$ cat src/rtl/win_remap_pkg.sv
// Shared widths, the window record type and the offset-mask helper.
// Assumes the input width is at most the output width and that the
// high output-base bits fit into the 12 spare bits of the control word.
package win_remap_pkg;
    localparam int unsigned IN_W   = 32;
    localparam int unsigned OUT_W  = 36;
    localparam int unsigned NREG   = 4;
    localparam int unsigned LG_W   = 6;
    localparam int unsigned LG_MIN = 12;
    localparam int unsigned LG_MAX = IN_W;
    localparam int unsigned IDX_W  = $clog2(NREG);
    localparam int unsigned HI_W   = OUT_W - IN_W;

    typedef struct packed {
        logic              en;
        logic [LG_W-1:0]   lg;
        logic [IN_W-1:0]   ib;
        logic [OUT_W-1:0]  ob;
    } region_t;

    // Ones in the offset bits below the window size.
    function automatic logic [IN_W-1:0] low_mask(input logic [LG_W-1:0] lg);
        if (lg >= LG_W'(IN_W)) return '1;
        return ~({IN_W{1'b1}} << lg);
    endfunction
endpackage

$ cat src/rtl/win_remap_cfg.sv
// Window register file: stores four windows, clamps sizes, serves
// combinational readback and keeps the sticky misalignment flag.
// Assumes cfg_addr = {window, field}, one write per cycle.
module win_remap_cfg
    import win_remap_pkg::*;
(
    input  logic               clk,
    input  logic               rst_n,
    input  logic               wr,
    input  logic [IDX_W+1:0]   addr,
    input  logic [IN_W-1:0]    wdata,
    output logic [IN_W-1:0]    rdata,
    output logic               err,
    output logic [NREG-1:0]    bad,
    output region_t            regs [NREG]
);
    logic [IDX_W-1:0] sel;
    logic [1:0]       fld;
    assign sel = addr[IDX_W+1:2];
    assign fld = addr[1:0];

    // Bound a requested size to the legal range.
    function automatic logic [LG_W-1:0] clamp(input logic [LG_W-1:0] v);
        if (v < LG_W'(LG_MIN)) return LG_W'(LG_MIN);
        if (v > LG_W'(LG_MAX)) return LG_W'(LG_MAX);
        return v;
    endfunction

    // Flag enabled windows whose input base is not size aligned.
    always_comb begin
        for (int r = 0; r < NREG; r++)
            bad[r] = regs[r].en && |(regs[r].ib & low_mask(regs[r].lg));
    end

    // Register writes and sticky error capture.
    always_ff @(posedge clk) begin
        if (!rst_n) begin
            for (int r = 0; r < NREG; r++) begin
                regs[r].en <= 1'b0;
                regs[r].lg <= LG_W'(LG_MIN);
                regs[r].ib <= '0;
                regs[r].ob <= '0;
            end
            err <= 1'b0;
        end else begin
            if (wr) begin
                case (fld)
                    2'd0: regs[sel].ib <= wdata;
                    2'd1: regs[sel].ob[IN_W-1:0] <= wdata;
                    2'd2: begin
                        regs[sel].en <= wdata[0];
                        regs[sel].lg <= clamp(wdata[8 +: LG_W]);
                        regs[sel].ob[OUT_W-1 -: HI_W] <= wdata[16 +: HI_W];
                    end
                    default: ;
                endcase
            end
            if (|bad) err <= 1'b1;
        end
    end

    // Combinational readback of the selected field.
    always_comb begin
        rdata = '0;
        case (fld)
            2'd0: rdata = regs[sel].ib;
            2'd1: rdata = regs[sel].ob[IN_W-1:0];
            2'd2: begin
                rdata[0]           = regs[sel].en;
                rdata[8 +: LG_W]   = regs[sel].lg;
                rdata[16 +: HI_W]  = regs[sel].ob[OUT_W-1 -: HI_W];
            end
            default: rdata[0] = err;
        endcase
    end

    for (genvar g = 0; g < NREG; g++) begin : g_chk
        assert_size_range_R3: assert property (@(posedge clk) disable iff (!rst_n)
            (regs[g].lg >= LG_W'(LG_MIN)) && (regs[g].lg <= LG_W'(LG_MAX)));
    end
endmodule

$ cat src/rtl/win_remap_match.sv
// One window comparator: decides a hit and forms the widened address.
// Assumes the window's size field is already within the legal range.
module win_remap_match
    import win_remap_pkg::*;
(
    input  region_t            rg,
    input  logic [IN_W-1:0]    a,
    output logic               hit,
    output logic [OUT_W-1:0]   xa
);
    logic [IN_W-1:0] m;
    logic            aligned;

    // Compare the high bits and merge the offset into the output base.
    always_comb begin
        m       = low_mask(rg.lg);
        aligned = ((rg.ib & m) == '0);
        hit     = rg.en && aligned && ((a & ~m) == (rg.ib & ~m));
        xa      = rg.ob | OUT_W'(a & m);
    end
endmodule

$ cat src/rtl/win_remap_pick.sv
// Fixed-priority selector: the lowest-numbered hitting window wins,
// otherwise the input passes through zero-extended.
module win_remap_pick
    import win_remap_pkg::*;
(
    input  logic [NREG-1:0]    hit,
    input  logic [OUT_W-1:0]   xa [NREG],
    input  logic [IN_W-1:0]    a,
    output logic               any,
    output logic [IDX_W-1:0]   idx,
    output logic [OUT_W-1:0]   addr
);
    // Scan from the top so the lowest hit is written last.
    always_comb begin
        any  = 1'b0;
        idx  = '0;
        addr = OUT_W'(a);
        for (int r = NREG - 1; r >= 0; r--) begin
            if (hit[r]) begin
                any  = 1'b1;
                idx  = IDX_W'(r);
                addr = xa[r];
            end
        end
    end
endmodule

$ cat src/rtl/win_remap.sv
// Top: four-window 32-to-36-bit address widener with a register port
// and a registered result (one cycle latency).
// Assumes windows are reprogrammed while results may be ignored.
module win_remap
    import win_remap_pkg::*;
(
    input  logic               clk,
    input  logic               rst_n,
    input  logic               cfg_wr,
    input  logic [3:0]         cfg_addr,
    input  logic [31:0]        cfg_wdata,
    output logic [31:0]        cfg_rdata,
    output logic               cfg_err,
    input  logic [31:0]        in_addr,
    output logic [35:0]        out_addr,
    output logic               out_hit,
    output logic [1:0]         out_idx
);
    region_t           regs [NREG];
    logic [NREG-1:0]   bad_v;
    logic [NREG-1:0]   hit_v;
    logic [OUT_W-1:0]  xa_v [NREG];
    logic              any;
    logic [IDX_W-1:0]  idx;
    logic [OUT_W-1:0]  addr_n;
    logic              past_ok;

    win_remap_cfg u_cfg (
        .clk(clk), .rst_n(rst_n), .wr(cfg_wr), .addr(cfg_addr),
        .wdata(cfg_wdata), .rdata(cfg_rdata), .err(cfg_err),
        .bad(bad_v), .regs(regs)
    );

    for (genvar g = 0; g < NREG; g++) begin : g_win
        win_remap_match u_m (.rg(regs[g]), .a(in_addr), .hit(hit_v[g]), .xa(xa_v[g]));

        assert_misaligned_off_R9: assert property (@(posedge clk) disable iff (!rst_n)
            bad_v[g] |-> !hit_v[g]);
    end

    win_remap_pick u_pick (
        .hit(hit_v), .xa(xa_v), .a(in_addr),
        .any(any), .idx(idx), .addr(addr_n)
    );

    // Register the translation result.
    always_ff @(posedge clk) begin
        if (!rst_n) begin
            out_addr <= '0;
            out_hit  <= 1'b0;
            out_idx  <= '0;
        end else begin
            out_addr <= addr_n;
            out_hit  <= any;
            out_idx  <= idx;
        end
    end

    // Mark cycles whose previous cycle was out of reset.
    always_ff @(posedge clk) begin
        if (!rst_n) past_ok <= 1'b0;
        else        past_ok <= 1'b1;
    end

    assert_passthru_R7: assert property (@(posedge clk) disable iff (!rst_n)
        (past_ok && !out_hit) |-> (out_addr == OUT_W'($past(in_addr))));

    assert_hit_latency_R10: assert property (@(posedge clk) disable iff (!rst_n)
        past_ok |-> (out_hit == $past(|hit_v)));

    assert_lowest_wins_R6: assert property (@(posedge clk) disable iff (!rst_n)
        (past_ok && out_hit) |->
        (($past(hit_v) & ((NREG'(1) << out_idx) - NREG'(1))) == '0));

    assert_err_sticky_R9: assert property (@(posedge clk) disable iff (!rst_n)
        (past_ok && $past(cfg_err)) |-> cfg_err);
endmodule

$ cat config.mk
export PLATFORM = sky130hd
export DESIGN_NAME = win_remap
export DESIGN_NICKNAME = d
export VERILOG_FILES = /design/src/rtl/win_remap_pkg.sv /design/src/rtl/win_remap_cfg.sv /design/src/rtl/win_remap_match.sv /design/src/rtl/win_remap_pick.sv /design/src/rtl/win_remap.sv
export SDC_FILE = /design/constraint.sdc
export NUM_CORES = 1
export LEC_CHECK = 0
export ABC_AREA = 1
export CELL_PAD_IN_SITES_DETAIL_PLACEMENT = 0
export CELL_PAD_IN_SITES_GLOBAL_PLACEMENT = 1
export CORE_MARGIN = 4
export CORE_UTILIZATION = 41
export DETAILED_ROUTE_END_ITERATION = 7
export DONT_BUFFER_PORTS = 1
export PLACE_DENSITY = 0.78
export SETUP_SLACK_MARGIN = 0.5
export SYNTH_ARGS = -nofsm -noshare
export SYNTH_HDL_FRONTEND = slang
export SYNTH_HIERARCHICAL = 1
export SYNTH_SLANG_ARGS = --single-unit
$ cat constraint.sdc
create_clock -name clk -period 2.16 [get_ports clk]
set_input_delay 0.108 -clock clk [delete_from_list [all_inputs] [get_ports clk]]
set_output_delay 0.108 -clock clk [all_outputs]
set_load 0.05 [all_outputs]
==> impl_metrics.json <==
{
  "cp_max_fo": 10,
  "io_buffers": 0,
  "timing.fmax_mhz": 376,
  "wirelength_um": 149000,
  "synthCells": 3900,
  "post-route-drc-count": 0,
  "clk_pin_slew_ns": 0.06,
  "layout_setup_ws_ns": -0.501,
  "fin_nets": 4550,
  "drtPass1Iterations": 8,
  "drtIter0Drc": 5020,
  "holdPathStages": 2,
  "antenna_found_initial": 3,
  "place_congestion": 1.07,
  "min_path_type": "primary input to flop",
  "core_sq_um": 57800,
  "clock_sinks": 340,
  "stdcell_count": 5273,
  "die_w_um": 250,
  "finalCritPeriodShare_pct": 123,
  "slew_viol_final": 0,
  "tightest_slew_ns": 1.09,
  "initial_utilization_pct": 41.4,
  "failed_checks": "negative hold slack, negative setup slack",
  "cp_top_family": "simple AND/OR/NAND/NOR gates",
  "io_pins": 143,
  "finalHoldViolations": 43,
  "setup.worst_path.start_class": "flop",
  "power.density_nw_per_um2": 519,
  "wire_per_inst_um": 28.3,
  "syn_avg_cell_area_sq_um": 6.14,
  "cts-root-buf": "clkbuf_16",
  "grt_pass1_wl_um": 207000,
  "synth_fp_nets": 3975,
  "hold_path_startpoint": "rst_n",
  "grt.overflow.total": 0,
  "hold_ws_ns": -0.388,
  "timing.critical_path.buf_inv": 7,
  "layout_commonest_cell": "nand2_1",
  "cts_max_path_buffers": 3,
  "cap_violations": 0,
  "worstHoldEndpoint": "out_addr[4]",
  "track_usage_pct": 45.2,
  "h-tree-depth": 2,
  "skew_ns": 0.0191,
  "layout_common_cells": "nand2_1 (950), nor2_1 (538), buf_4 (530)",
  "leakage_nw": 15.8,
  "vias": 31488,
  "syn_area_sq_um": 24000,
  "cts_inserted_buffers": 44,
  "post_dp_cell_area_sq_um": 29600,
  "reg2reg_depth": 19,
  "area_growth_pct": 43.8,
  "grt_pass1_vias": 28692,
  "dp.cells": 5081,
  "rsz0062_at_grt": "true",
  "final_area_sq_um": 34400,
  "timing.rr.end": "out_addr[26]",
  "cts_tree": "built",
  "max_stage_delay_ns": 0.38,
  "clk_latency_ns": 0.60,
  "slew_headroom_pct": 26.8,
  "die_h_um": 250,
  "outcome": "finished, violations left",
  "drive_gt1_share_pct": 31.2,
  "ys_warn_count": 6,
  "period_needed_ns": 2.66,
  "die-area_sq_um": 62400,
  "grt_max_degree": 69,
  "worstSetupEndpointType": "flop",
  "hpwl_um": 115000,
  "path_class": "flop to flop",
  "reg2reg_slack_ns": -0.50,
  "setup_violations": 43,
  "crit_arrival_ns": 3.15,
  "detail-route-antenna-nets": 0,
  "viasPerCell": 5.97,
  "finalPower_mw": 17.9,
  "critPathSlowestCell": "dfxtp_4",
  "holdBufCountCts": 40,
  "rows": 88,
  "path_cells": "buf_12 -> nor2_4 -> nand2_4 -> buf_4 -> nand3_4 -> o21ai_1 -> buf_4 -> nor2_1 -> nand3_2 -> nor2_4 -> inv_4 -> buf_12 -> nor2_1 -> buf_4 -> nor2_1 -> nand2_1 -> nand2_1 -> nand2_1 -> inv_1",
  "required_ns": 2.65,
  "irDropWorstVdd_mv": 0.609
}
[final cells by class]
class	instances	area, sq um
inverter	464	1830
clock buffer	63	1240
fill	5687	23400
antenna	1	2.50
clock inverter	15	235
sequential	340	7040
timing repair buffer	747	7130
multi-input combinational	2878	16000
tap	765	957
[timing repair]
item / in CTS / in global routing
gates resized for setup: 546 / 189
setup buffers: 36 / 32
pin swaps: 131 / 57
setup endpoints to repair: 72 / 77
gates cloned: 4 / 1
endpoints found under the hold margin: 164 / 42
[through the flow]
step,hold WS (ns),setup WS [ns],utilization [%],setup TNS (ns)
4_1_cts,-0.395,-0.411,58.0,-14.28
2_1_floorplan,0.275,-0.0179,-,-0.380
3_3_place_gp,0.208,-0.732,51.1,-26.50
5_1_grt,-0.390,-0.622,59.6,-22.17
6_report,-0.388,-0.501,59.6,-17.81
3_5_place_dp,0.219,-0.688,51.1,-24.74
[worst register-to-register path, cell delays in order (launching register included)]
cell and delay (ns):
dfxtp_4 0.38, buf_12 0.13, nor2_4 0.19, nand2_4 0.15, buf_4 0.17, nand3_4 0.10, o21ai_1 0.07, buf_4 0.15
nor2_1 0.14, nand3_2 0.11, nor2_4 0.18, inv_4 0.10, buf_12 0.18, nor2_1 0.11, buf_4 0.12, nor2_1 0.05
nand2_1 0.07, nand2_1 0.04, nand2_1 0.05, inv_1 0.04
[power by group]
group          internal (mW)  switching, mW
registers               6.34          0.258
logic                   1.20           2.19
clock network           4.71           3.19
total                   12.3           5.63
[worst max-delay path by stage]
stage / from / end / slack (ns) / depth (start not counted)
global placement: flop / out_addr[7] / -0.73 / 20
floorplan: flop / out_addr[15] / -0.02 / 22
CTS: flop / out_addr[9] / -0.41 / 20
global route: flop / out_addr[7] / -0.62 / 21
finish: flop / out_addr[26] / -0.50 / 19
detailed placement: flop / out_addr[18] / -0.69 / 20
[routing by layer]
metal | GRT usage, % | up-vias | share of wire [%]
met4 | 31.3 | 0 | 8.9
met5 | 0 | - | 0
met1 | 60.4 | 14655 | 39
li1 | - | 13897 | -
met2 | 63.5 | 2395 | 40
met3 | 11.4 | 541 | 12
Power figures use the tool's default switching activity.
